$ cat src/rtl/tern_pkg.sv
package tern_pkg;

   typedef logic [1:0] trit_t;

   localparam trit_t T_POS  = 2'b01;
   localparam trit_t T_ZERO = 2'b00;
   localparam trit_t T_NEG  = 2'b11;

   // signed value of a trit code; the unused code 2'b10 reads as zero
   function automatic logic signed [2:0] t2i(trit_t t);
      case (t)
         T_POS:   return 3'sd1;
         T_NEG:   return -3'sd1;
         default: return 3'sd0;
      endcase
   endfunction

   function automatic trit_t i2t(logic signed [2:0] v);
      if (v > 3'sd0)      return T_POS;
      else if (v < 3'sd0) return T_NEG;
      else                return T_ZERO;
   endfunction

   // smallest number of trits able to hold every value in -mag..+mag
   function automatic int trits_for(int mag);
      int w;
      int span;
      w    = 1;
      span = 3;
      while (span < 2 * mag + 1) begin
         span = span * 3;
         w    = w + 1;
      end
      return w;
   endfunction

endpackage

$ cat src/rtl/tern_cell.sv
module tern_cell import tern_pkg::*; #(
   parameter bit HALF = 1'b0
) (
   input  trit_t a,
   input  trit_t b,
   input  trit_t ci,
   output trit_t s,
   output trit_t co
);

   logic signed [2:0] vc;
   logic signed [2:0] tot;
   logic signed [2:0] sv;

   generate
      if (HALF) begin : g_half
         logic unused_ci;
         assign unused_ci = ^ci;
         assign vc = 3'sd0;
      end else begin : g_full
         assign vc = t2i(ci);
      end
   endgenerate

   always_comb begin
      tot = t2i(a) + t2i(b) + vc;
      if (tot > 3'sd1) begin
         co = T_POS;
         sv = tot - 3'sd3;
      end else if (tot < -3'sd1) begin
         co = T_NEG;
         sv = tot + 3'sd3;
      end else begin
         co = T_ZERO;
         sv = tot;
      end
      s = i2t(sv);
   end

endmodule

$ cat src/rtl/tern_pair_add.sv
module tern_pair_add import tern_pkg::*; #(
   parameter int W_IN  = 1,
   parameter int W_OUT = 2
) (
   input  logic [2*W_IN-1:0]  a,
   input  logic [2*W_IN-1:0]  b,
   output logic [2*W_OUT-1:0] s
);

   trit_t cy [0:W_OUT];

   if (W_OUT < W_IN) begin : g_bad_width
      $error("tern_pair_add: output narrower than input");
   end
   if (W_OUT > W_IN + 1) begin : g_bad_growth
      $error("tern_pair_add: width may grow by one trit at most");
   end

   assign cy[0] = T_ZERO;

   generate
      for (genvar i = 0; i < W_OUT; i++) begin : g_pos
         if (i < W_IN) begin : g_add
            tern_cell #(.HALF(i == 0)) u_cell (
               .a  (a[2*i +: 2]),
               .b  (b[2*i +: 2]),
               .ci (cy[i]),
               .s  (s[2*i +: 2]),
               .co (cy[i+1])
            );
         end else begin : g_carry
            assign s[2*i +: 2] = cy[i];
            assign cy[i+1]     = T_ZERO;
         end
      end
   endgenerate

   // cy[W_OUT] is the trimmed carry; the width rule keeps it at zero
   logic unused_top_carry;
   assign unused_top_carry = ^cy[W_OUT];

endmodule

$ cat src/rtl/tern_stage.sv
module tern_stage import tern_pkg::*; #(
   parameter int BUS   = 32,
   parameter int PAIRS = 8,
   parameter int W_IN  = 1,
   parameter int W_OUT = 2,
   parameter bit REG   = 1'b1
) (
   input  logic           clk,
   input  logic           rst_n,
   input  logic           v_i,
   input  logic [BUS-1:0] d_i,
   output logic           v_o,
   output logic [BUS-1:0] d_o
);

   localparam int USED_I = 2 * W_IN * 2 * PAIRS;
   localparam int USED_O = 2 * W_OUT * PAIRS;

   logic [USED_O-1:0] sums;

   if (USED_I > BUS || USED_O > BUS) begin : g_bad_bus
      $error("tern_stage: level does not fit the bus");
   end

   generate
      for (genvar p = 0; p < PAIRS; p++) begin : g_pair
         tern_pair_add #(.W_IN(W_IN), .W_OUT(W_OUT)) u_pair (
            .a (d_i[(2*p)   * 2*W_IN +: 2*W_IN]),
            .b (d_i[(2*p+1) * 2*W_IN +: 2*W_IN]),
            .s (sums[p * 2*W_OUT +: 2*W_OUT])
         );
      end

      if (USED_I < BUS) begin : g_in_pad
         logic unused_hi;
         assign unused_hi = ^d_i[BUS-1:USED_I];
      end

      logic [BUS-1:0] wide;
      if (USED_O < BUS) begin : g_out_pad
         assign wide = {{(BUS-USED_O){1'b0}}, sums};
      end else begin : g_out_full
         assign wide = sums;
      end

      if (REG) begin : g_reg
         always_ff @(posedge clk or negedge rst_n) begin
            if (!rst_n) begin
               v_o <= 1'b0;
               d_o <= '0;
            end else begin
               v_o <= v_i;
               d_o <= wide;
            end
         end
      end else begin : g_comb
         logic unused_clk;
         assign unused_clk = clk ^ rst_n;
         assign v_o = v_i;
         assign d_o = wide;
      end
   endgenerate

endmodule

$ cat src/rtl/tern_adder_tree.sv
module tern_adder_tree import tern_pkg::*; #(
   parameter int  N         = 16,
   parameter bit  PIPELINED = 1'b1,
   localparam int WOUT      = trits_for(N)
) (
   input  logic            clk,
   input  logic            rst_n,
   input  logic            in_valid,
   input  logic [2*N-1:0]  in_trits,
   output logic            out_valid,
   output logic [2*WOUT-1:0] out_sum
);

   localparam int LEVELS = $clog2(N);
   localparam int BUS    = 2 * N;

   if (N < 2 || N > 128 || (N & (N - 1)) != 0) begin : g_bad_n
      $error("tern_adder_tree: N must be a power of two from 2 to 128");
   end

   logic           lvl_v [0:LEVELS];
   logic [BUS-1:0] lvl_d [0:LEVELS];

   assign lvl_v[0] = in_valid;
   assign lvl_d[0] = in_trits;

   generate
      for (genvar k = 0; k < LEVELS; k++) begin : g_lvl
         localparam int WI    = (k == 0) ? 1 : trits_for(1 << k);
         localparam int WO    = trits_for(1 << (k + 1));
         localparam int PAIRS = N >> (k + 1);

         tern_stage #(
            .BUS   (BUS),
            .PAIRS (PAIRS),
            .W_IN  (WI),
            .W_OUT (WO),
            .REG   (PIPELINED)
         ) u_stage (
            .clk   (clk),
            .rst_n (rst_n),
            .v_i   (lvl_v[k]),
            .d_i   (lvl_d[k]),
            .v_o   (lvl_v[k+1]),
            .d_o   (lvl_d[k+1])
         );
      end

      if (2 * WOUT < BUS) begin : g_top_pad
         logic unused_hi;
         assign unused_hi = ^lvl_d[LEVELS][BUS-1:2*WOUT];
      end
   endgenerate

   assign out_valid = lvl_v[LEVELS];
   assign out_sum   = lvl_d[LEVELS][2*WOUT-1:0];

endmodule

$ cat config.mk
export PLATFORM = sky130hd
export DESIGN_NAME = tern_adder_tree
export DESIGN_NICKNAME = d
export VERILOG_FILES = /design/src/rtl/tern_pkg.sv /design/src/rtl/tern_cell.sv /design/src/rtl/tern_pair_add.sv /design/src/rtl/tern_stage.sv /design/src/rtl/tern_adder_tree.sv
export SDC_FILE = /design/constraint.sdc
export NUM_CORES = 1
export LEC_CHECK = 0
export CAP_MARGIN = 10
export CORE_MARGIN = 5
export CORE_UTILIZATION = 55
export DETAILED_ROUTE_END_ITERATION = 8
export PLACE_DENSITY_LB_ADDON = 0.12
export SLEW_MARGIN = 20
export SYNTH_ARGS = -nofsm -noshare
export SYNTH_HDL_FRONTEND = slang
export SYNTH_SLANG_ARGS = --single-unit
$ cat constraint.sdc
create_clock -name clk -period 5 [get_ports clk]
set_input_delay 1.5 -clock clk [delete_from_list [all_inputs] [get_ports clk]]
set_output_delay 1.5 -clock clk [all_outputs]
set_load 0.005 [all_outputs]
==> results of run 1 <==
## metal layers
| layer | global-route usage (%) | routed length (um) |
|---|---|---|
| met5 | 0 | 0 |
| met4 | 6.811 | 199 |
| met3 | 2.567 | 266 |
| met2 | 29.66 | 4831 |
| met1 | 17.00 | 3841 |
## flip-flops by register name, summed over array words and instances, names as in the netlist
name,flops
g_lvl.u_stage.d_o,68
g_lvl.u_stage.v_o,4
## cell type report
cell class                 count  area, um2  share of cell area, %
inverter                      90      337.8                  5.257
multi-input combinational    383       3531                  54.95
sequential                    72       1802                  28.04
clock buffer                  10      127.6                  1.986
tap                          136      170.2                  2.648
timing repair buffer          44      432.9                  6.737
clock inverter                 5      25.02                 0.3894
## cells by family (layout without fill, tap and decap cells)
kind of cell	Yosys count	in the layout	share of synthesized area [%]
buffers and inverters	127	149	8.206
AOI/OAI and AO/OA	100	100	10.88
xor gates and xnor gates	8	8	3.252
adders and majority gates	107	107	27.83
muxes	15	15	2.757
and+or+nand+nor	153	153	16.07
DFF	72	72	31.01
## metrics by stage
stage          utilization, %  worst slack (ns)  cells  hold WS (ns)
2_1_floorplan               -            0.7353    582        0.3312
3_3_place_gp            60.77            0.6506    725        0.3355
3_5_place_dp            60.77            0.4851    725        0.3389
4_1_cts                 62.25            0.4555    740        0.3550
5_1_grt                 62.25            0.1944    740        0.3820
6_report                62.25            0.4580    740        0.3522
## critical path: stages (launching register included)
cell and delay, ns:
dfrtp_1 0.39, ha_1 0.21, fa_1 0.52, nand2_1 0.15, nand2b_1 0.08, fa_1 0.51
inv_1 0.05, ha_1 0.20, xor3_1 0.41, o21ai_0 0.16, fa_1 0.55, inv_1 0.05
ha_1 0.39, ha_1 0.34, nand4b_1 0.19, a21oi_1 0.15, a21oi_1 0.06
## Yosys cell counts, drive strengths merged (2+ instances only)
library cell / number / area (um2)
o21ai: 30 / 150.1
a22oi: 6 / 45.04
dfrtp: 72 / 1802
xnor3: 3 / 67.56
o311a: 2 / 20.02
a311oi: 3 / 26.28
o311ai: 2 / 17.52
xor3: 5 / 121.4
nor4bb: 4 / 40.04
nor3: 11 / 55.05
or2: 4 / 25.02
clkbuf: 37 / 138.9
a21boi: 4 / 30.03
ha: 70 / 875.8
a21oi: 27 / 135.1
a31oi: 3 / 18.77
o31ai: 3 / 22.52
nand4b: 12 / 105.1
mux2i: 7 / 70.07
o21a: 3 / 22.52
nand2b: 12 / 75.07
mux2: 8 / 90.09
and4b: 3 / 30.03
nor4: 3 / 18.77
fa: 37 / 740.7
and2: 45 / 281.5
or4: 2 / 15.01
nand2: 21 / 78.83
nor2b: 4 / 25.02
nor2: 15 / 56.30
a22o: 9 / 81.33
o22ai: 3 / 18.77
inv: 90 / 337.8
o31a: 3 / 26.28
nand3: 4 / 20.02
a211o: 2 / 17.52
nand4: 3 / 18.77
nor4b: 6 / 52.55
## worst min path at each step
| stage | slack [ns] | cells after the start | end |
|---|---|---|---|
| 2_1_floorplan | 0.33 | 0 | g_lvl[1].u_stage.v_o |
| 3_3_place_gp | 0.34 | 0 | g_lvl[1].u_stage.v_o |
| 3_5_place_dp | 0.34 | 0 | g_lvl[2].u_stage.v_o |
| 4_1_cts | 0.35 | 0 | g_lvl[2].u_stage.v_o |
| 5_1_grt | 0.38 | 0 | g_lvl[1].u_stage.v_o |
| 6_report | 0.35 | 0 | g_lvl[2].u_stage.v_o |
## cells in the final DEF (no fill, tap or decap), drive strengths merged, types with 9 or more instances in the layout
| cell type | n |
|---|---|
| nand2 | 21 |
| nor3 | 11 |
| o21ai | 30 |
| dfrtp | 72 |
| clkbuf | 10 |
| fa | 37 |
| a22o | 9 |
| and2 | 45 |
| nand2b | 12 |
| nor2 | 15 |
| clkdlybuf4s50 | 42 |
| ha | 70 |
| inv | 90 |
| a21oi | 27 |
| nand4b | 12 |
==> impl_results.md, run 1 <==
* Hold path start: g_lvl[1].u_stage.v_o
* Layout cells sized above 1 at 5.464%
* CTS Root Cell: clkbuf_8
* Net count reported at finish at 742
* Initial core utilization at a little under three fifths
* Max Cap Violations at 0
* Post-synth EDFFs at 0
* Peak Freq at 0.2202 GHz
* Avg Inst Size Synth at around 10 um2
* Die Width at around 110 um
* Ant diodes at 0
* Drt wl/cell at 12.35 um
* DR vias/cell at 5.339
* Initial DRC count at approximately 160
* Post-DP HPWL at between 7000 and 8000 um
* Die Footprint at around 13000 um2
* CTS tree: done
* Grt total ovfl at 0
* RePlAce Congestion at around 0.72
* CTS buffer count at 9
* WP data arrival at 4.76 ns
* Initial antenna violation count at 0
* DR pass1 iterations at 6
* Largest fanout on the critical path at 8
* Main flop type after synthesis: dfrtp_1
* Skew final at a little under 0.009 ns
* Worst Path Required at 5.22 ns
* Row count at 37
* Clock buffer depth at 2
* DRT Wirelength at between 9000 and 10000 um
* Setup Fix Bufs, Post-CTS at 0
* Vias in the first global route at 4042
* FF-to-FF Start: g_lvl[2].u_stage.d_o[6]
* #FFs+latches synth at 72
* Worst R2R Path Depth at 16
* Yosys warns at 0
* Worst setup path class: reg2reg
* Post-synthesis async set-or-reset flop share at between 90% and 100%
* Fill cell count at between 800 and 900
* Worst Setup End Kind: register
* Pin count of the biggest net entering global routing at 39
* Worst-Margin Slew at 0.7467 ns
* Vias at 3951
* Routed Antenna Nets at 0
* Flop2flop setup slack at around 0.46 ns
* Synth Instances at between 500 and 600
* Sequential-to-total area share from yosys stat at 31.01%
* Final instance area at 6426 um2
* CTS Sinks at 72
* Final Hold Fails at 0
* Final Cycle Share at 90.84%
* Post-route DRC at 0
* Setup TNS at 0 ns
* Max Slew Vio Count at 0
* Placed inst area at about 6300 um2
* Endpoints failing setup at 0
* H-tree levels at 3
* Worst skew pair latency at between 0.3 and 0.4 ns
* Post-CTS Hold Fix Bufs at 0
* Slew headroom at 50.22%
* Synthesized Nets at approximately 720
* Clock Pin Slew Worst Setup and Hold Paths at approximately 0.080 ns
* Crit path to: g_lvl[3].u_stage.d_o[4]
* CTS resizes at 0
* First-pass GRT wire length at approximately 17000 um
* CP Launch Type: register
* Critical path origin: g_lvl[2].u_stage.d_o[6]
* RSZ-0062 raised after global routing: no
* Top Ports at 44
* R2r endpoint: g_lvl[3].u_stage.d_o[4]
* Core footprint at approximately 10000 um2
* Synthesized area at 5809 um2
* Overall routing resource usage at between 10% and 20%
* I/O Buffers at 43
* Hold Path Class: reg2reg
* Final worst path period need at 4.542 ns
* DIE HEIGHT at ~110 um
* Area grow syn2layout at 10.62%
* Netlist cell types at 44
* Status: complete, no violations
Power of run 1 is not shown: default switching activity piles up to over one toggle a cycle in this logic, so the estimate is an artifact.
==> run 2, diff against run 1 <==
Settings changed: SKIP_LAST_GASP set to 1.
==> results of run 2 <==
Final layout, timing and power as in run 1 (identical DEF).
Power of run 2 is left out for the same reason.
==> run 3, diff against run 2 <==
Settings changed: ABC_AREA set to 1, CAP_MARGIN 10 to not set.
==> impl_results.md, run 3 <==
* Main flop type after synthesis: dfrtp_1
* Final instance area at 6604 um2 (+2.8%)
* Largest fanout on the critical path at 5 (-3)
* Initial core utilization at 56.85% (+0.58 points)
* Max FFs per register at 68 (unchanged)
* Inst Count DP at 894 (+23%)
* Skew final at 0.01238 ns (+0.003596 ns)
* RePlAce Congestion at 0.7745 (+7.8%)
* Final worst path period need at 4.241 ns (-0.3013 ns)
* Post-synth EDFFs at 0 (unchanged)
* Drt wl/cell at 10.28 um (-17%)
* Layout cells sized above 1 at 6.202% (+0.74 points)
* Initial antenna violation count at 0 (unchanged)
* Slew headroom at 56.01% (+5.8 points)
* RSZ-0062 raised after global routing: no
* Post-DP HPWL at 7819 um (+6.0%)
* Max Slew Vio Count at 0 (unchanged)
* Clock buffer depth at 2 (unchanged)
* Peak Freq at 0.2358 GHz (+7.1%)
* Worst Setup End Kind: register
* Routed Antenna Nets at 0 (unchanged)
* FF-to-FF Start: g_lvl[2].u_stage.d_o[6]
* Grt total ovfl at 0 (unchanged)
* Worst skew pair latency at 0.35 ns (about the same)
* CTS Root Cell: clkbuf_8
* Yosys warns at 0 (unchanged)
* Clock Pin Slew Worst Setup and Hold Paths at 0.07 ns (about the same)
* Vias in the first global route at 4558 (+13%)
* Setup TNS at 0 ns (unchanged)
* Setup Fix Bufs, Post-CTS at 0 (unchanged)
* CTS resizes at 0 (unchanged)
* Hold_ws at 0.3514 ns (-0.0008150 ns)
* Most frequent cells in the layout: inv_1 (181), nand2_1 (138), dfrtp_1 (72)
* Fill cell count at 882 (+4.3%)
* Cell taking the most area after synthesis: dfrtp_1
* DR pass1 iterations at 4 (-2)
* CTS tree: done
* H-tree levels at 3 (unchanged)
* Top cell type's share of synthesized area at 30.42% (-0.59 points)
* Final Hold Fails at 0 (unchanged)
* Synth Instances at 747 (+28%)
* Synth area leaders: dfrtp_1 (30%), ha_1 (15%), fa_1 (13%), inv_1 (11%), nand2_1 (8.7%)
* DRT Wirelength at 9355 um (+2.4%)
* Synthesized area at 5922 um2 (+1.9%)
* Max Cap Violations at 0 (unchanged)
* Most instantiated cells after synthesis: inv_1 (181), nand2_1 (138), dfrtp_1 (72)
* Vias at 4399 (+11%)
* Synthesized Nets at 889 (+23%)
* Row count at 37 (unchanged)
* CTS buffer count at 9 (unchanged)
* Final Cycle Share at 84.81% (-6.0 points)
* Placed inst area at 6405 um2 (+2.1%)
* Core footprint at 10420 um2 (+0.90%)
* #FFs+latches synth at 72 (unchanged)
* Hold path start: g_lvl[2].u_stage.v_o
* Most common cell in the netlist: inv_1
* Sequential-to-total area share from yosys stat at 30.42% (-0.59 points)
* Critical path origin: g_lvl[2].u_stage.d_o[6]
* Initial DRC count at 153 (-5.6%)
* WP data arrival at 4.47 ns (-0.29 ns)
* Hold Path Class: reg2reg
* CTS Sinks at 72 (unchanged)
* Net count reported at finish at 911 (+23%)
* Top Ports at 44 (unchanged)
* DR vias/cell at 4.834 (-9.5%)
* Register with the most flip-flops: g_lvl.u_stage.d_o
* Netlist cell types at 25 (-43%)
* Post-route DRC at 0 (unchanged)
* Post-CTS Hold Fix Bufs at 0 (unchanged)
* Overall routing resource usage at 16.16% (+0.53 points)
* Avg Inst Size Synth at 7.928 um2 (-21%)
* Final cell count without fillers at 910 (+23%)
* First-pass GRT wire length at 17360 um (+5.2%)
* Status: complete, no violations
* Biggest regs: g_lvl.u_stage.d_o (68), g_lvl.u_stage.v_o (4)
* Post-synthesis async set-or-reset flop share at 100.0% (unchanged)
* Worst-Margin Slew at 0.6599 ns (-0.08681 ns)
* Die Width at 113.8 um (+0.88%)
* Worst Path Required at 5.23 ns (about the same)
* Pin count of the biggest net entering global routing at 30 (-23%)
* Area grow syn2layout at 11.51%
* Commonest non-fill, non-tap cell in the layout: inv_1
* DIE HEIGHT at 113.8 um (+0.88%)
* Ant diodes at 0 (unchanged)
* Die Footprint at 12940 um2 (+1.8%)
* Worst setup path class: reg2reg
* CP Launch Type: register
* Endpoints failing setup at 0 (unchanged)
* I/O Buffers at 43 (unchanged)
run 3: cell families after synthesis:
kind of cell             share of synthesized area (%)
AO/OA/AOI/OAI                                    9.106
AND/OR/NAND/NOR                                  18.36
flip-flops                                       30.42
adder cells (fa/ha/maj)                          27.30
XOR/XNOR                                         1.183
buffers and inverters                            13.63
run 3: layer usage:
| metal | vias to the layer above | wire length [um] | GRT usage, % | part of all wire (%) |
|---|---|---|---|---|
| met5 | - | 0 | 0 | 0 |
| met4 | 0 | 231 | 7.853 | 2.5 |
| met3 | 21 | 274 | 2.599 | 2.9 |
| met2 | 77 | 5012 | 31.25 | 54 |
| met1 | 2021 | 3835 | 16.72 | 41 |
| li1 | 2280 | - | - | - |
run 3: layout make-up:
| cell class | count | area [um2] | share of cell area [%] |
|---|---|---|---|
| clock buffers | 13 | 158.9 | 2.406 |
| clock inverters | 3 | 40.04 | 0.6063 |
| inverters | 181 | 679.4 | 10.29 |
| multi-input cells | 460 | 3313 | 50.17 |
| flip-flops and latches | 72 | 1802 | 27.28 |
| well taps | 136 | 170.2 | 2.577 |
| repair buffers | 45 | 440.4 | 6.669 |
run 3: worst max-delay path: stages (launching register included):
cell and delay (ns):
dfrtp_1 0.38, ha_1 0.21, fa_1 0.50, nand2_1 0.12, nand2_1 0.08, fa_1 0.53, inv_1 0.06, ha_1 0.20
inv_1 0.06, nand3_1 0.10, nand2_2 0.12, nand2_1 0.08, fa_1 0.52, inv_1 0.05, ha_1 0.35, ha_1 0.33
o21ai_0 0.23, nand2_2 0.08, nand2_2 0.06, nand3_2 0.05
run 3: worst paths after layout:
kind / end / slack [ns] / depth (start not counted)
worst max-delay path: g_lvl[3].u_stage.d_o[4] / 0.76 / 19
worst min-delay path: g_lvl[3].u_stage.v_o / 0.35 / 0
worst max register to register: g_lvl[3].u_stage.d_o[4] / 0.76 / 19
worst min register to register: g_lvl[3].u_stage.v_o / 0.35 / 0
max in group asynchronous: g_lvl[0].u_stage.d_o[4] / 3.04 / 2
min in group asynchronous: g_lvl[1].u_stage.d_o[8] / 1.17 / 1
run 3: metrics by stage:
stage / util (%) / setup slack (ns)
3_5_place_dp: 61.49 / 0.7293
5_1_grt: 63.40 / 0.4669
3_3_place_gp: 61.49 / 0.9389
2_1_floorplan: - / 0.9505
6_report: 63.40 / 0.7593
4_1_cts: 63.40 / 0.7338
Power of run 3 is left out for the same reason.
